**src/rtl/gpio_regbank_pkg.sv**
```systemverilog
package gpio_regbank_pkg;
  typedef enum logic [7:0] {
    PTR_IN  = 8'h00,
    PTR_OUT = 8'h01,
    PTR_POL = 8'h02,
    PTR_DIR = 8'h03,
    PTR_TMO = 8'h04
  } ptr_e;

  localparam int BYTE_W = 8;
  localparam logic [BYTE_W-1:0] RST_OUT = 8'h00;
  localparam logic [BYTE_W-1:0] RST_POL = 8'hF0;
  localparam logic [BYTE_W-1:0] RST_DIR = 8'hFF;
  localparam logic [BYTE_W-1:0] RST_TMO = 8'h01;

  typedef struct packed {
    logic [BYTE_W-1:0] out_q;
    logic [BYTE_W-1:0] pol_q;
    logic [BYTE_W-1:0] dir_q;
    logic [BYTE_W-1:0] tmo_q;
  } regs_t;
endpackage

```
**src/rtl/gpio_reg_file.sv**
```systemverilog
module gpio_reg_file
  import gpio_regbank_pkg::*;
(
  input  logic              clk_i,
  input  logic              rst_ni,
  input  logic              ext_rst_ni,
  input  logic [BYTE_W-1:0] ptr_i,
  input  logic              wr_i,
  input  logic [BYTE_W-1:0] wdata_i,
  output regs_t             regs_o
);
  localparam regs_t RST_REGS = '{out_q: RST_OUT, pol_q: RST_POL,
                                 dir_q: RST_DIR, tmo_q: RST_TMO};
  regs_t regs_q, regs_d;

  always_comb begin
    regs_d = regs_q;
    if (!ext_rst_ni) begin
      regs_d = RST_REGS;
    end else if (wr_i) begin
      unique case (ptr_i)
        PTR_OUT: regs_d.out_q = wdata_i;
        PTR_POL: regs_d.pol_q = wdata_i;
        PTR_DIR: regs_d.dir_q = wdata_i;
        PTR_TMO: regs_d.tmo_q = wdata_i;
        default: ;  // input view and unmapped pointers: no effect
      endcase
    end
  end

  always_ff @(posedge clk_i or negedge rst_ni) begin
    if (!rst_ni) regs_q <= RST_REGS;
    else         regs_q <= regs_d;
  end

  assign regs_o = regs_q;
endmodule

```
**src/rtl/gpio_read_mux.sv**
```systemverilog
module gpio_read_mux
  import gpio_regbank_pkg::*;
(
  input  logic              clk_i,
  input  logic              rst_ni,
  input  logic              rd_i,
  input  logic [BYTE_W-1:0] ptr_i,
  input  logic [BYTE_W-1:0] pin_i,
  input  regs_t             regs_i,
  output logic [BYTE_W-1:0] rdata_o
);
  logic [BYTE_W-1:0] sel, in_view, rdata_q;

  // polarity acts only where the pin is an input
  assign in_view = pin_i ^ (regs_i.pol_q & regs_i.dir_q);

  always_comb begin
    unique case (ptr_i)
      PTR_IN:  sel = in_view;
      PTR_OUT: sel = regs_i.out_q;
      PTR_POL: sel = regs_i.pol_q;
      PTR_DIR: sel = regs_i.dir_q;
      PTR_TMO: sel = regs_i.tmo_q;
      default: sel = '0;
    endcase
  end

  always_ff @(posedge clk_i or negedge rst_ni) begin
    if (!rst_ni)   rdata_q <= '0;
    else if (rd_i) rdata_q <= sel;
  end

  assign rdata_o = rdata_q;
endmodule

```
**src/rtl/gpio_pin_drive.sv**
```systemverilog
module gpio_pin_drive #(
  parameter int               W       = 8,
  parameter logic [W-1:0]     OD_MASK = 'h1
) (
  input  logic [W-1:0] out_i,
  input  logic [W-1:0] dir_i,
  output logic [W-1:0] oe_o,
  output logic [W-1:0] val_o
);
  for (genvar i = 0; i < W; i++) begin : g_pin
    if (OD_MASK[i]) begin : g_od
      assign oe_o[i]  = ~dir_i[i] & ~out_i[i];
      assign val_o[i] = 1'b0;
    end else begin : g_pp
      assign oe_o[i]  = ~dir_i[i];
      assign val_o[i] = out_i[i];
    end
  end
endmodule

```
**src/rtl/gpio_regbank.sv**
```systemverilog
module gpio_regbank
  import gpio_regbank_pkg::*;
#(
  parameter logic [BYTE_W-1:0] OD_MASK = 8'h01
) (
  input  logic              clk_i,
  input  logic              rst_ni,
  input  logic              ext_rst_ni,
  input  logic [BYTE_W-1:0] ptr_i,
  input  logic              wr_i,
  input  logic [BYTE_W-1:0] wdata_i,
  input  logic              rd_i,
  output logic [BYTE_W-1:0] rdata_o,
  input  logic [BYTE_W-1:0] pin_i,
  output logic [BYTE_W-1:0] pin_oe_o,
  output logic [BYTE_W-1:0] pin_out_o,
  output logic              tmo_en_o
);
  regs_t regs;

  gpio_reg_file u_regs (
    .clk_i, .rst_ni, .ext_rst_ni, .ptr_i, .wr_i, .wdata_i,
    .regs_o(regs)
  );

  gpio_read_mux u_rmux (
    .clk_i, .rst_ni, .rd_i, .ptr_i, .pin_i,
    .regs_i(regs), .rdata_o
  );

  gpio_pin_drive #(.W(BYTE_W), .OD_MASK(OD_MASK)) u_drive (
    .out_i(regs.out_q), .dir_i(regs.dir_q),
    .oe_o(pin_oe_o), .val_o(pin_out_o)
  );

  assign tmo_en_o = regs.tmo_q[0];
endmodule

```
**config.mk**
```make
export PLATFORM = sky130hd
export DESIGN_NAME = gpio_regbank
export DESIGN_NICKNAME = d
export VERILOG_FILES = /design/src/rtl/gpio_regbank_pkg.sv /design/src/rtl/gpio_reg_file.sv /design/src/rtl/gpio_read_mux.sv /design/src/rtl/gpio_pin_drive.sv /design/src/rtl/gpio_regbank.sv
export SDC_FILE = /design/constraint.sdc
export NUM_CORES = 1
export LEC_CHECK = 0
export BUFFER_PORTS_ARGS = -buffer_cell sky130_fd_sc_hd__buf_2
export CORE_MARGIN = 5
export CORE_UTILIZATION = 40
export DETAILED_ROUTE_END_ITERATION = 16
export GPL_TIMING_DRIVEN = 0
export PLACE_DENSITY = 0.71
export SYNTH_ARGS = -nofsm -noshare
export SYNTH_HDL_FRONTEND = slang
export SYNTH_SLANG_ARGS = --single-unit
```
**constraint.sdc**
```tcl
create_clock -name clk_i -period 1.4 [get_ports clk_i]
set_input_delay 0.14 -clock clk_i [delete_from_list [all_inputs] [get_ports clk_i]]
set_output_delay 0.14 -clock clk_i [all_outputs]
set_load 0.02 [all_outputs]
```
=== Word level (Yosys, flattened, before mapping) ===
Cells that the tools add are included.

* Mux-type cells: 7
* Bitwise gates (word level): 12
* Equal/unequal tests: 9
* Reductions and logical operators: 5

{| class="wikitable"
|+ Operator list
! operator !! count
|-
| 32-bit two-way mux || 2
|-
| 8-bit case mux with 5 select lines || 1
|-
| 8-bit two-way mux || 4
|-
| 8-bit by 2-bit == test with 1-bit output (second input constant) || 2
|-
| 2-bit by 1-bit != test with 1-bit output (second input constant) || 5
|-
| 1-bit NOT || 9
|-
| 8-bit bitwise AND || 1
|-
| 8-bit by 1-bit == test with 1-bit output (second input constant) || 1
|-
| 8-bit by 3-bit == test with 1-bit output (second input constant) || 1
|-
| 8-bit logical NOT || 1
|-
| 2-bit AND reduction || 4
|-
| 8-bit XOR || 1
|-
| 1-bit bitwise AND || 1
|}

* Flip-flop bits (word level): 40
* Logic and storage cells: 38
* Bits of input ports: 29
* Output and inout bits: 25

=== Longest topological paths before layout ===
Gate-level depths: netlist of the first run.

* Word-level depth: 4
* Depth in mapped cells: 6
* Gate-level depth less buffers: 4

=== Cells and area by module ===
Synthesis of the first run repeated with hierarchy kept, for this count alone.

* Cells, all modules: 246
* Area, all modules: 2478.6 sq um

{| class="wikitable"
|+ Modules (own cells, without submodules)
! module !! cells an instance !! area each (sq um) !! seq. area each (sq um) !! instances
|-
| gpio_reg_file || 129 || 1505.2 || 817.0 || 1
|-
| gpio_read_mux || 100 || 879.6 || 200.2 || 1
|-
| gpio_pin_drive || 17 || 93.8 || 0.0 || 1
|}

=== Worst setup path after synthesis of the first run ===
No wires, ideal clock.

* Path type: in2reg
* Start point: input port ptr_i[7]
* End point: register u_regs.regs_q (netlist bit u_regs.regs_o[16])
* Arrival: 1176 ps
* Library setup time: 120 ps
* Required time: 1280 ps
* Slack: 104 ps
* Cell stages on the path: 4
* Path buffers: 0
* Cell sequence: nor4b_4 nand4_4 mux2i_1 nor2b_1

* Longest elaborated chain between the ends: 3

{| class="wikitable"
|+ RTL lines
! element !! RTL line !! source
|-
| from (decl) || gpio_regbank.sv:9 || <nowiki>input logic [BYTE_W-1:0] ptr_i,</nowiki>
|-
| 8-bit by 2-bit == test with 1-bit output || gpio_reg_file.sv:21 || <nowiki>unique case (ptr_i)</nowiki>
|-
| 2-bit by 1-bit != test with 1-bit output (no line) || -- ||
|-
| 2-bit AND reduction (no line) || -- ||
|-
| to (signal assigned) || gpio_reg_file.sv:33 || <nowiki>else regs_q <= regs_d;</nowiki>
|-
| to (decl) || gpio_reg_file.sv:14 || <nowiki>regs_t regs_q, regs_d;</nowiki>
|}

No other way between the ends.
A chain may end at the register's enable or synchronous reset.

=== Worst setup path after layout of the first run ===
* Start point: register u_regs.regs_q (netlist bit u_regs.regs_o[15])
* End point: register u_rmux.rdata_q[7], in the netlist u_rmux.rdata_o[7]

* Longest elaborated chain between the ends: 3

{| class="wikitable"
|+ RTL lines
! element !! RTL line !! source
|-
| 8-bit bitwise AND || gpio_read_mux.sv:15 || <nowiki>assign in_view = pin_i ^ (regs_i.pol_q & regs_i.dir_q);</nowiki>
|-
| 8-bit XOR || gpio_read_mux.sv:15 ||
|-
| 8-bit case mux with 5 select lines * || gpio_read_mux.sv:18 || <nowiki>unique case (ptr_i)</nowiki>
|-
| to (signal assigned) || gpio_read_mux.sv:30 || <nowiki>else if (rd_i) rdata_q <= sel;</nowiki>
|-
| to (decl) || gpio_read_mux.sv:12 || <nowiki>logic [BYTE_W-1:0] sel, in_view, rdata_q;</nowiki>
|}

Every way passes the cells marked *; elsewhere a longest branch is shown, timed or not.

==> impl_metrics.ini, run 1 <==
[pwr]
p_sw_w = 0.0005512
p_seq_share_pct = 53.8
power_density_mw_per_mm2 = 786.8
p_int_w = 0.001610
leakagePower_nw = 1.497
ir_worst_vdd_mv = 0.4002
p_comb_share_pct = 11.9
switching_share_pct = 25.51
p_clk_share_pct = 34.3

[clock_network]
postCtsSetupBuffers = 0
cts_tree = yes
h-tree-depth = 2
clk_latency_ns = 0.29
cts_buffers = 5
ctsLongestPathBuffers = 2
cts-root-buf = clkbuf_8
cts.sinks = 40
clkTransAtPathRegs_ns = 0.07

[synthesis]
yosys.area.top_type = dfrtp_1
synthCells = 223
ys.flop_type = dfrtp_1
synth-seq-cells = 40
netlist_area_mm2 = 0.002306
avgSynthCellArea_um2 = 10.34
synth_cell_type_count = 34
synth.area.top_cells = dfrtp_1, mux2i_1, dfstp_2
synth_fp_nets = 252
async_reset_ff_share_pct = 100.0
seq_area_frac_synth_pct = 44.11
synth_top_cells_by_count = mux2i_1, dfrtp_1, inv_1, nor2b_1, nand2_1
yosysWarnings = 0
yosysMostFrequentCell = mux2i_1
netlist.area_leader.share_pct = 29.30
synth_enable_flop_cells = 0

[setup_path]
r2r_end = u_rmux.rdata_o[7]
cp-end-kind = flip-flop
crit_required_ns = 1.61
startpoint = u_regs.regs_o[15]
critical_path_arrival_ns = 1.55
start_kind = flip-flop
r2r_cells = 4
path_max_fanout = 4
crit_type = flip-flop to flip-flop
r2r-start = u_regs.regs_o[15]
reg2reg_slack_ns = 0.05

[floorplan]
pin_count = 54
fp.coreArea_mm2 = 0.005540
die_area_mm2 = 0.007383
die_y_um = 85.93
start_util_pct = 41.62
num_rows = 27
die_w_um = 85.93

[routing]
ant_nets = 0
vias = 1783
wl_um = 5712
drt-vias-per-instance = 5.037
route.detailed.drc = 0
dr.pass1.iters = 4
drtIter0Drc = 116
wire_per_inst_um = 16.14

[placed_design]
dp_hpwl_um = 4018
pre_cts_slack_ns = -0.2893
gp_routability_congestion = 0.7794
portBuffers = 50

[global_route]
grt_pass1_wl_um = 9528
grt_util_all_layers_pct = 16.73
grt_pass1_vias = 1913
grt-ovfl-total = 0
antenna_found_initial = 0
grt_max_degree = 41

[worst_hold_path]
min_from = wdata_i[2]
whs_endpoint = u_regs.regs_o[10]
hold_depth = 3
hp-class = primary input to flip-flop

[timing]
period_share_pct = 96.17
post-route-min-period_ns = 1.346
drv_slew = 0
max_freq_ghz = 0.7427
layout_setup_ws_ns = 0.05364
worst_pin_slew_ns = 0.9052
setup_violations = 0
hold_viol = 0
finClkSkew_ns = 0.005498
relSlewSlack_pct = 39.66
hold_ws_ns = 0.1236
rsz0062_at_grt = false

[cells_and_area]
filler_cell_count = 559
seq_area_mm2 = 0.001017
syn_to_final_growth_pct = 19.10
multiInputGateArea_mm2 = 0.001122
drive_gt1_share_pct = 31.21
postLayoutCoreUtil_pct = 49.57
nets = 310
diodes = 0

[run_status]
outcome = finished, final reports clean

[flow_run]
drv_cap = 0
sequential cells by signal, indices dropped and copies added, names as in the netlist:
signal and cells:
u_regs.regs_o 32, u_rmux.rdata_o 8
layout by cell type, fill, tap and decap left out, types with 3 or more instances in the layout:
cell,instances
dfstp_2,13
clkbuf_8,5
nand2b_1,8
o22ai_1,7
nor2b_1,20
nor2_1,3
mux2i_1,41
buf_2,53
a21oi_1,12
nand4_4,3
o2bb2ai_1,6
inv_1,21
nand2_1,16
dfrtp_1,27
a41oi_1,6
buf_4,8
nor3_1,7
clkbuf_1,8
worst max-delay path by stage:
stage	end	slack, ns	cells past startpoint
2_1_floorplan	u_regs.regs_o[16]	0.10	4
3_3_place_gp	u_regs.regs_o[5]	-0.31	5
3_5_place_dp	u_regs.regs_o[3]	-0.29	5
4_1_cts	u_regs.regs_o[3]	0.03	5
5_1_grt	u_regs.regs_o[30]	0.009	5
6_report	u_rmux.rdata_o[7]	0.05	4
final cells by class:
cell class              instances  share of cell area [%]
plain buffers                  16                   3.417
clock buffers                   8                   2.916
inverters                      22                   3.007
multi-input cells             145                   40.87
flip-flops and latches         40                   37.04
well taps                      72                   3.280
repair buffers                 51                   9.476
repair_timing:
item / 4_1_cts / 5_1_grt
hold endpoints to repair: 15 / 0
resized for setup: 0 / 2
hold buffers: 1 / 0
setup endpoints to repair: 0 / 8
metrics by stage:
stage / TNS (ns) / instances / area, µm² / total power, W
after floorplan: 0 / 223 / 2306 / 0.001308
after global placement: -7.038 / 345 / 2646 / 0.001429
after detailed placement: -7.526 / 345 / 2646 / 0.001435
after CTS: 0 / 354 / 2736 / 0.002198
after global routing: 0 / 354 / 2746 / 0.002272
final: 0 / 354 / 2746 / 0.002161
critical path: stages, from the launching register on:
cell and delay, ns:
dfstp_2 0.56, mux2i_1 0.08, mux2_4 0.26, or3_1 0.30, o221ai_1 0.07
kinds of logic after synthesis:
logic type | synth area share, %
AO/OA/AOI/OAI | 10.96
buffers and inverters | 7.651
flip-flops | 44.11
multiplexers | 18.29
other | 0.1626
AND/OR/NAND/NOR | 18.83
metal layers:
layer | wire length, µm | share of wire [%] | track usage [%]
met1 | 2574 | 45 | 21.80
met2 | 2706 | 47 | 26.07
met3 | 341 | 6.0 | 4.515
met4 | 90 | 1.6 | 7.050
met5 | 0 | 0 | 0
power groups by stage:
stage               clock network (W)  logic [W]  registers, W
CTS                          0.000781   0.000256       0.00116
global route                 0.000827   0.000283       0.00116
finish                       0.000742   0.000257       0.00116
floorplan                           0   0.000123       0.00119
global placement                    0   0.000247       0.00118
detailed placement                  0   0.000252       0.00118
Note: power is estimated with default switching activity, not from simulation.
==> run 2: changes to the inputs <==
--- a/config.mk
+++ b/config.mk
@@ -13,4 +13,5 @@
 export PLACE_DENSITY = 0.71
 export SYNTH_ARGS = -nofsm -noshare
 export SYNTH_HDL_FRONTEND = slang
+export SYNTH_HIERARCHICAL = 1
 export SYNTH_SLANG_ARGS = --single-unit
==> run 2 against run 1 <==
Against the previous run: the run now ends with negative hold slack left; setup slack better by 0.091 ns; core utilization down 0.66 points; fmax is 7.3% higher; routed wire length increased by 11%; combinational power rose by 20%; largest cell class unchanged; total power is 11% higher; non-clock buffer count grew 6.
==> impl_metrics.ini, run 2 <==
[run_status]
outcome = finished with violations
violations = negative hold slack

[cells_and_area]
drive_gt1_share_pct = 33.88
nets = 332
largest_register_ffs = 32
postLayoutCoreUtil_pct = 48.91
final_cell_mix = buf_2, mux2i_1, nor2b_1, nand2_1, dfrtp_1
syn_to_final_growth_pct = 18.22
layout_commonest_cell = buf_2
diodes = 0
stdcell_count = 379

[synthesis]
avgSynthCellArea_um2 = 10.08
yosysWarnings = 6
synth-seq-cells = 40
synth_cell_type_count = 38
synth_fp_nets = 275
async_reset_ff_share_pct = 100.0
synth_top_cells_by_count = mux2i_1, nor2b_1, nand2_1, dfrtp_1, inv_1
ys.flop_type = dfrtp_1
yosysMostFrequentCell = mux2i_1
seq_area_frac_synth_pct = 41.04
synth_enable_flop_cells = 0
netlist_area_mm2 = 0.002479
synth.area.top_cells = dfrtp_1, mux2i_1, dfstp_2
synthCells = 246
yosys.area.top_type = dfrtp_1
netlist.area_leader.share_pct = 27.26

[routing]
route.detailed.drc = 0
route.layer.met1.wl_um = 2687
wl_met2_um = 3021
drtIter0Drc = 118
wl_met3_um = 483
dr.pass1.iters = 4
vias = 2022
highest_layer = met4
wl_um = 6334
drt-vias-per-instance = 5.335
wire_per_inst_um = 16.71
ant_nets = 0

[timing]
period_share_pct = 89.65
setup_violations = 0
worst_pin_slew_ns = 0.8752
layout_setup_ws_ns = 0.1450
fin_setup_tns_ns = 0
finClkSkew_ns = 0.005267
max_freq_ghz = 0.7968
post-route-min-period_ns = 1.255
relSlewSlack_pct = 41.65
drv_slew = 0
hold_viol = 27
rsz0062_at_grt = false
hold_ws_ns = -0.03391

[placed_design]
pre_cts_slack_ns = -0.08106
dp_hpwl_um = 4511
gp_routability_congestion = 0.8454
portBuffers = 50
place_inst = 371

[floorplan]
die_area_mm2 = 0.007871
pin_count = 54
start_util_pct = 41.37
die_w_um = 88.72
num_rows = 28
fp.coreArea_mm2 = 0.005991
die_y_um = 88.72

[pwr]
leakagePower_nw = 1.489
ir_worst_vdd_mv = 0.3835
power_density_mw_per_mm2 = 816.7

[clock_network]
cts-root-buf = clkbuf_8
clkTransAtPathRegs_ns = 0.08
cts_tree = yes
clk_latency_ns = 0.29
cts.sinks = 40
cts_buffers = 5
ctsLongestPathBuffers = 2
ctsResizeCount = 0
postCtsHoldBufs = 0
postCtsSetupBuffers = 0
h-tree-depth = 2

[setup_path]
r2r-start = u_regs/regs_o[16]
start_kind = flip-flop
r2r_end = u_rmux/rdata_o[0]
cp-end-kind = flip-flop
crit_path_max_incr_delay_ns = 0.41
worst-path-buf-inv = 0
path_max_fanout = 4
crit_required_ns = 1.56
critical_path_arrival_ns = 1.41
r2r_cells = 4
crit_family = compound AO/OA/AOI/OAI gates
cp_cell_sequence = a211oi_1 -> a31oi_1 -> a31oi_1 -> o22ai_1
reg2reg_slack_ns = 0.14
crit_top_cell = a31oi_1
crit_type = flip-flop to flip-flop
cp_slowest_cell = dfrtp_1
cp.depth = 4
crit_path_end = u_rmux/rdata_o[0]
startpoint = u_regs/regs_o[16]

[global_route]
grt_pass1_wl_um = 10110
grt_max_degree = 41
grt_util_all_layers_pct = 17.03
grt_pass1_vias = 2058
antenna_found_initial = 0
grt-ovfl-total = 0

[flow_run]
drv_cap = 0

[worst_hold_path]
hp-class = primary input to async pin
-- run 2: cell types whose count changed after synthesis, sizes merged, moves of 7 or more --
cell,delta
a31oi,+13
nand2,+13
a211oi,+12
nor2b,+10
nor3,-7
-- run 2: where the power goes --
| group | switching, W | leakage, nW | internal [W] |
|---|---|---|---|
| registers | 0.00000180 | 0.514 | 0.00116 |
| clock network | 0.000394 | 0.0552 | 0.000529 |
| logic | 0.000187 | 0.920 | 0.000121 |
| total | 0.000583 | 1.49 | 0.00181 |
-- run 2: layout make-up --
type                       instances  area (µm²)
fill                             595        3060
multi-input combinational        167        1214
sequential                        40        1017
timing repair buffer              50       250.2
buffer                            23       187.7
tap                               75       93.84
clock buffer                       6       72.57
inverter                          16       60.06
clock inverter                     2       35.03
-- run 2: worst min-delay path by stage --
| stage | startpoint | endpoint | slack, ns | cells past startpoint |
|---|---|---|---|---|
| after CTS | rst_ni | u_regs/regs_o[6] | 0.007 | 1 |
| after detailed placement | rst_ni | u_rmux/rdata_o[4] | 0.32 | 1 |
| final | rst_ni | u_rmux/rdata_o[4] | -0.03 | 1 |
| after global placement | rst_ni | u_rmux/rdata_o[4] | 0.32 | 1 |
| after global routing | rst_ni | u_regs/regs_o[27] | 0.06 | 1 |
| after floorplan | rst_ni | u_regs/regs_o[16] | -0.16 | 0 |
-- run 2: cell families (layout without fill, tap and decap cells) --
kind of cell	Yosys count	after routing	share of synthesized area (%)
flip-flops	40	40	41.04
multiplexers	38	38	15.35
other	1	1	0.1513
AND/OR/NAND/NOR	82	82	20.39
AO/OA/AOI/OAI	46	46	13.07
buffers and inverters	39	97	9.995
-- run 2: per-stage QoR --
step,area (µm²),power (W),hold slack (ns)
after floorplan,2479,0.001360,-0.1556
after global placement,2823,0.001486,0.3171
after detailed placement,2823,0.001491,0.3154
after CTS,2930,0.002413,0.007438
after global routing,2930,0.002500,0.05729
final,2930,0.002393,-0.03391
-- run 2: layer usage --
layer	vias to the layer above	track usage, %
li1	973	-
met1	960	22.34
met2	78	28.14
met3	11	2.514
met4	0	6.868
met5	-	0
